--- config.mk ---
export PLATFORM = sky130hd
export DESIGN_NAME = qbw_window
export DESIGN_NICKNAME = d
export VERILOG_FILES = /design/src/rtl/qbw_pkg.sv /design/src/rtl/qbw_store.sv /design/src/rtl/qbw_ptr.sv /design/src/rtl/qbw_ctrl.sv /design/src/rtl/qbw_window.sv
export SDC_FILE = /design/constraint.sdc
export NUM_CORES = 1
export LEC_CHECK = 0
export CAP_MARGIN = 20
export CORE_MARGIN = 2
export CORE_UTILIZATION = 37
export CTS_CLUSTER_DIAMETER = 40
export DETAILED_ROUTE_END_ITERATION = 8
export PLACE_DENSITY = 0.6
export SETUP_SLACK_MARGIN = 0.02
export SLEW_MARGIN = 10
export SYNTH_ARGS = -nofsm -noshare
export SYNTH_HDL_FRONTEND = slang
export SYNTH_SLANG_ARGS = --single-unit
export TNS_END_PERCENT = 5
--- constraint.sdc ---
create_clock -name clk -period 3.6 [get_ports clk]
set_input_delay 0.36 -clock clk [delete_from_list [all_inputs] [get_ports clk]]
set_output_delay 0.36 -clock clk [all_outputs]
set_load 0.01 [all_outputs]
--- src/rtl/qbw_pkg.sv ---
package qbw_pkg;

    // Segment selected by the top two pointer bits.
    typedef enum logic [1:0] {
        SEG_TX  = 2'b00,
        SEG_RX  = 2'b01,
        SEG_CMD = 2'b10,
        SEG_RSV = 2'b11
    } seg_e;

    // CPU access sequencer states.
    typedef enum logic {
        ST_IDLE    = 1'b0,
        ST_RD_WAIT = 1'b1
    } ctl_state_e;

endpackage

--- src/rtl/qbw_store.sv ---
// Flop-based segment storage with N_WR write ports and N_RD read ports.
// When several write ports hit one entry, the highest port index wins.
module qbw_store #(
    parameter int W     = 16,
    parameter int IDX_W = 4,
    parameter int N_WR  = 1,
    parameter int N_RD  = 1
) (
    input  logic                        clk,
    input  logic [N_WR-1:0]             we,
    input  logic [N_WR-1:0][IDX_W-1:0]  widx,
    input  logic [N_WR-1:0][W-1:0]      wdata,
    input  logic [N_RD-1:0][IDX_W-1:0]  rd_idx,
    output logic [N_RD-1:0][W-1:0]      rd_data
);
    localparam int DEPTH = 1 << IDX_W;

    logic [W-1:0] mem [DEPTH];

    always_ff @(posedge clk) begin
        for (int p = 0; p < N_WR; p++) begin
            if (we[p]) begin
                mem[widx[p]] <= wdata[p];
            end
        end
    end

    for (genvar g = 0; g < N_RD; g++) begin : g_rd
        assign rd_data[g] = mem[rd_idx[g]];
    end

endmodule

--- src/rtl/qbw_ptr.sv ---
// Address pointer: load from the CPU, or increment with natural wrap.
module qbw_ptr #(
    parameter int PTR_W = 6
) (
    input  logic             clk,
    input  logic             rst_n,
    input  logic             load,
    input  logic [PTR_W-1:0] load_val,
    input  logic             inc,
    output logic [PTR_W-1:0] ptr
);
    always_ff @(posedge clk or negedge rst_n) begin
        if (!rst_n) begin
            ptr <= '0;
        end else if (load) begin
            ptr <= load_val;
        end else if (inc) begin
            ptr <= ptr + 1'b1;
        end
    end

endmodule

--- src/rtl/qbw_ctrl.sv ---
// CPU access sequencer: zero-wait writes and pointer reads,
// one wait state for data-window reads.
module qbw_ctrl
    import qbw_pkg::*;
(
    input  logic clk,
    input  logic rst_n,
    input  logic cpu_sel,
    input  logic cpu_wr,
    input  logic cpu_win,
    output logic cpu_ready,
    output logic ptr_load,
    output logic ptr_inc,
    output logic data_wr,
    output logic rd_capture,
    output logic rd_wait
);
    ctl_state_e st_q;
    ctl_state_e st_d;

    // State register
    always_ff @(posedge clk or negedge rst_n) begin
        if (!rst_n) begin
            st_q <= ST_IDLE;
        end else begin
            st_q <= st_d;
        end
    end

    // Next state
    always_comb begin
        st_d = st_q;
        unique case (st_q)
            ST_IDLE: begin
                if (cpu_sel && !cpu_wr && cpu_win) begin
                    st_d = ST_RD_WAIT;
                end
            end
            ST_RD_WAIT: begin
                st_d = ST_IDLE;
            end
        endcase
    end

    // Outputs
    always_comb begin
        cpu_ready  = 1'b0;
        ptr_load   = 1'b0;
        ptr_inc    = 1'b0;
        data_wr    = 1'b0;
        rd_capture = 1'b0;
        rd_wait    = 1'b0;
        unique case (st_q)
            ST_IDLE: begin
                if (cpu_sel) begin
                    if (cpu_wr) begin
                        cpu_ready = 1'b1;
                        if (cpu_win) begin
                            data_wr = 1'b1;
                            ptr_inc = 1'b1;
                        end else begin
                            ptr_load = 1'b1;
                        end
                    end else if (cpu_win) begin
                        rd_capture = 1'b1;
                    end else begin
                        cpu_ready = 1'b1;
                    end
                end
            end
            ST_RD_WAIT: begin
                cpu_ready = 1'b1;
                ptr_inc   = 1'b1;
                rd_wait   = 1'b1;
            end
        endcase
    end

endmodule

--- src/rtl/qbw_window.sv ---
// Pointer/data-window access port to a three-segment serial buffer.
module qbw_window
    import qbw_pkg::*;
#(
    parameter int DATA_W = 16,
    parameter int IDX_W  = 4,
    parameter int CMD_W  = 8
) (
    input  logic              clk,
    input  logic              rst_n,
    input  logic              cpu_sel,
    input  logic              cpu_wr,
    input  logic              cpu_win,
    input  logic [DATA_W-1:0] cpu_wdata,
    output logic [DATA_W-1:0] cpu_rdata,
    output logic              cpu_ready,
    input  logic [IDX_W-1:0]  eng_tx_idx,
    output logic [DATA_W-1:0] eng_tx_data,
    input  logic [IDX_W-1:0]  eng_cmd_idx,
    output logic [CMD_W-1:0]  eng_cmd_data,
    input  logic              eng_wr_en,
    input  logic [IDX_W-1:0]  eng_wr_idx,
    input  logic [DATA_W-1:0] eng_wr_data
);
    localparam int PTR_W = IDX_W + 2;

    logic [PTR_W-1:0] ptr_q;
    logic [IDX_W-1:0] ptr_idx;
    seg_e             cur_seg;

    logic ptr_load, ptr_inc, data_wr, rd_capture, rd_wait;

    logic tx_we, rx_cpu_we, cmd_we;
    logic [1:0][DATA_W-1:0] tx_rd;
    logic [1:0][CMD_W-1:0]  cmd_rd;
    logic [DATA_W-1:0]      rx_rd;
    logic [DATA_W-1:0]      rd_value;
    logic [DATA_W-1:0]      data_q;

    assign ptr_idx = ptr_q[IDX_W-1:0];
    assign cur_seg = seg_e'(ptr_q[PTR_W-1 -: 2]);

    qbw_ctrl u_ctrl (
        .clk        (clk),
        .rst_n      (rst_n),
        .cpu_sel    (cpu_sel),
        .cpu_wr     (cpu_wr),
        .cpu_win    (cpu_win),
        .cpu_ready  (cpu_ready),
        .ptr_load   (ptr_load),
        .ptr_inc    (ptr_inc),
        .data_wr    (data_wr),
        .rd_capture (rd_capture),
        .rd_wait    (rd_wait)
    );

    qbw_ptr #(.PTR_W(PTR_W)) u_ptr (
        .clk      (clk),
        .rst_n    (rst_n),
        .load     (ptr_load),
        .load_val (cpu_wdata[PTR_W-1:0]),
        .inc      (ptr_inc),
        .ptr      (ptr_q)
    );

    // Segment write decode; reserved range has no storage.
    assign tx_we     = data_wr && (cur_seg == SEG_TX);
    assign rx_cpu_we = data_wr && (cur_seg == SEG_RX);
    assign cmd_we    = data_wr && (cur_seg == SEG_CMD);

    // Transmit: CPU writes; read port 0 for CPU, port 1 for engine.
    qbw_store #(.W(DATA_W), .IDX_W(IDX_W), .N_WR(1), .N_RD(2)) u_tx (
        .clk     (clk),
        .we      (tx_we),
        .widx    (ptr_idx),
        .wdata   (cpu_wdata),
        .rd_idx  ({eng_tx_idx, ptr_idx}),
        .rd_data (tx_rd)
    );

    // Receive: port 0 CPU, port 1 engine (engine wins on the same entry).
    qbw_store #(.W(DATA_W), .IDX_W(IDX_W), .N_WR(2), .N_RD(1)) u_rx (
        .clk     (clk),
        .we      ({eng_wr_en, rx_cpu_we}),
        .widx    ({eng_wr_idx, ptr_idx}),
        .wdata   ({eng_wr_data, cpu_wdata}),
        .rd_idx  (ptr_idx),
        .rd_data (rx_rd)
    );

    // Command: upper byte of the window only; engine read-only.
    qbw_store #(.W(CMD_W), .IDX_W(IDX_W), .N_WR(1), .N_RD(2)) u_cmd (
        .clk     (clk),
        .we      (cmd_we),
        .widx    (ptr_idx),
        .wdata   (cpu_wdata[DATA_W-1 -: CMD_W]),
        .rd_idx  ({eng_cmd_idx, ptr_idx}),
        .rd_data (cmd_rd)
    );

    assign eng_tx_data  = tx_rd[1];
    assign eng_cmd_data = cmd_rd[1];

    always_comb begin
        unique case (cur_seg)
            SEG_TX:  rd_value = tx_rd[0];
            SEG_RX:  rd_value = rx_rd;
            SEG_CMD: rd_value = {cmd_rd[0], {(DATA_W-CMD_W){1'b0}}};
            SEG_RSV: rd_value = '0;
        endcase
    end

    // Read capture during the wait state.
    always_ff @(posedge clk or negedge rst_n) begin
        if (!rst_n) begin
            data_q <= '0;
        end else if (rd_capture) begin
            data_q <= rd_value;
        end
    end

    assign cpu_rdata = rd_wait ? data_q
                               : {{(DATA_W-PTR_W){1'b0}}, ptr_q};

endmodule

==> impl_metrics.env <==
export IMPL_status="finished clean"
export IMPL_synth_edf_count=640
export IMPL_muxShareOfSynthArea=0.289
export IMPL_synthAdderAreaFrac=0.00155
export IMPL_overflow=0
export IMPL_fin_cells=3223
export IMPL_synth_top_family_by_area="multiplexers"
export IMPL_netlist_top_cells_area="edfxtp_1 59%, mux4_2 15%, mux2_2 8.1%"
export IMPL_fin_util=0.444
export IMPL_drtPass1Iterations=6
export IMPL_ant_nets=0
export IMPL_syn_inst=1823
export IMPL_synth_area_mm2=0.0324
export IMPL_p_leak_nw=12.6
export IMPL_dr_wl_met3_mm=7.09
export IMPL_clk_latency_ps=680
export IMPL_via_per_inst=5.94
export IMPL_avgSynthCellArea_um2=17.8
export IMPL_htreeDepth=3
export IMPL_dieArea_mm2=0.0899
export IMPL_synthSimpleGateAreaFrac=0.0314
export IMPL_start_kind="flop"
export IMPL_ys_seq_area_frac=0.611
export IMPL_yosysMostFrequentCell="edfxtp_1"
export IMPL_hpwl_mm=62.5
export IMPL_met1_length_mm=40.4
export IMPL_grt_max_degree=51
export IMPL_power_density_mw_per_mm2=649
export IMPL_placedCellCount=3028
export IMPL_maxSlewHeadroom=0.301
export IMPL_end_kind="flop"
export IMPL_ys_top_cells_by_count="640 x edfxtp_1, 234 x mux2_2, 218 x mux4_2, 97 x mux2i_1, 89 x nand2_1"
export IMPL_drive_above_1_share=0.391
export IMPL_syn_to_final_growth_pct=18.9
export IMPL_antenna_found_initial=1
export IMPL_finalCritPeriodShare=0.947
export IMPL_die_w_um=300
export IMPL_tns_ps=0
export IMPL_cts_clk_slew_worst_paths_ps=60
export IMPL_crit_arrival_ps=3920
export IMPL_cap_violations=0
export IMPL_routed_wl_mm=97.1
export IMPL_io_pin_count=91
export IMPL_grt_pass1_vias=19500
export IMPL_die_h_um=300
export IMPL_async_reset_ff_frac=0.0347
export IMPL_synth_top_area_cell="edfxtp_1"
export IMPL_final_nets=2035
export IMPL_tightest_slew_ps=1050
export IMPL_start_util=0.373
export IMPL_yosys_area_share_xor_xnor=0
export IMPL_drcViolationCount=0
export IMPL_wl_per_cell_um=30.1
export IMPL_slew_viol_final=0
export IMPL_synth_flop_cell="edfxtp_1"
export IMPL_core_mm2=0.0868
export IMPL_cts_tree="done"
export IMPL_hold_path_class="in2async"
export IMPL_dr_wl_met2_mm=46.6
export IMPL_clkSinkCount=663
export IMPL_synth_top_cell_area_share=0.594
export IMPL_num_fill_cells=7544
export IMPL_irDropWorstVdd_mv=0.430
export IMPL_cp_max_fo=30
export IMPL_ys_ff_latch=663
export IMPL_portBuffers=90
export IMPL_ctsRootBufferMaster="clkbuf_16"
export IMPL_grt_usage=0.216
export IMPL_cts_hold_fix_buffers=0
export IMPL_place_congestion=0.857
export IMPL_cts_setup_buffers=0
export IMPL_yosysWarnings=0
export IMPL_highest_layer="met4"
export IMPL_post_route_min_period_ps=3410
export IMPL_fmax_mhz=293
export IMPL_synth_compound_area_frac=0.0348
export IMPL_drtIter0Drc=2256
export IMPL_cts_buffers=103
export IMPL_cts_buffer_depth=3
export IMPL_row_count=108
export IMPL_whs_ps=72.8
export IMPL_clock_skew_ps=27.1
export IMPL_setup_viol=0
export IMPL_cts_resized_gates=0
export IMPL_yosysUniqueCellTypes=56
export IMPL_crit_required_ps=4110
export IMPL_grt_first_pass_wirelength_mm=140
export IMPL_synth_nets=1877
export IMPL_rsz0062_at_grt="no"
export IMPL_vias=19100
export IMPL_crit_type="reg2reg"
export IMPL_hold_violations=0
## cells by family (layout without fill, tap and decap cells)
family / count (synthesis) / after routing
muxes: 599 / 599
DFF: 663 / 663
and+or+nand+nor: 217 / 217
buffers and inverters: 169 / 413
other: 0 / 1
adders and majority gates: 4 / 4
AOI/OAI and AO/OA: 171 / 171
## sequential cells by signal, summed over array words and instances (netlist names)
signal and cells:
u_ptr.ptr 6, u_ctrl.st_q 1, data_q 16, u_cmd.mem 128, u_tx.mem 256, u_rx.mem 256
## through the flow
stage,setup WS [ps],total power (W),cell area (µm²)
2_1_floorplan,405,0.0130,32400
3_3_place_gp,280,0.0148,34900
3_5_place_dp,346,0.0149,34900
4_1_cts,302,0.0251,38500
5_1_grt,176,0.0257,38500
6_report,192,0.0250,38500
## report_power, final
| group | total (W) | switching [W] | leakage (nW) | internal, W |
|---|---|---|---|---|
| Sequential | 0.00900 | 0.000308 | 6.04 | 0.00870 |
| Combinational | 0.00577 | 0.00330 | 4.86 | 0.00247 |
| Clock | 0.0102 | 0.00376 | 1.73 | 0.00645 |
| Total | 0.0250 | 0.00736 | 12.6 | 0.0176 |
## layout by cell type, fill, tap and decap left out, types with 30 or more instances in the layout
cell / count
nor2_1: 31
clkdlybuf4s50_1: 78
edfxtp_1: 640
mux4_2: 218
clkbuf_16: 105
a22oi_1: 34
nand2_1: 89
a21oi_1: 31
mux2_2: 234
mux2_1: 30
buf_4: 106
mux2i_1: 97
## critical path, stage by stage, from the launching register on
cell and delay [ps]:
dfrtp_4 800, buf_4 460, and2_1 660, a22oi_1 220
a2111oi_0 800, buf_4 240, a311oi_1 40
## per-layer routing
| metal | vias to the layer above | GRT usage |
|---|---|---|
| li1 | 7864 | - |
| met1 | 10100 | 0.301 |
| met4 | 0 | 0.0724 |
| met3 | 195 | 0.0365 |
| met5 | - | 0 |
| met2 | 934 | 0.344 |
## cell type report
class	instances	area [µm²]	area share
diodes	1	2.50	0.0000650
clock buffers	114	2660	0.0691
clock inverters	77	905	0.0235
inverters	12	45.0	0.00117
multi-input cells	991	11700	0.304
flip-flops and latches	663	19800	0.515
well taps	1155	1450	0.0375
repair buffers	210	1920	0.0498
## final timing paths
check,slack [ps],start,depth (start not counted),to
worst max-delay path,190,u_ptr.ptr[0],6,data_q[8]
worst min-delay path,70,rst_n,2,data_q[4]
worst max register to register,190,u_ptr.ptr[0],6,data_q[8]
worst min register to register,480,data_q[4],1,data_q[4]
max in group asynchronous,3190,rst_n,2,u_ptr.ptr[1]
min in group clk,260,cpu_wdata[6],1,u_tx.mem[4][6]
Power figures use the tool's default switching activity.
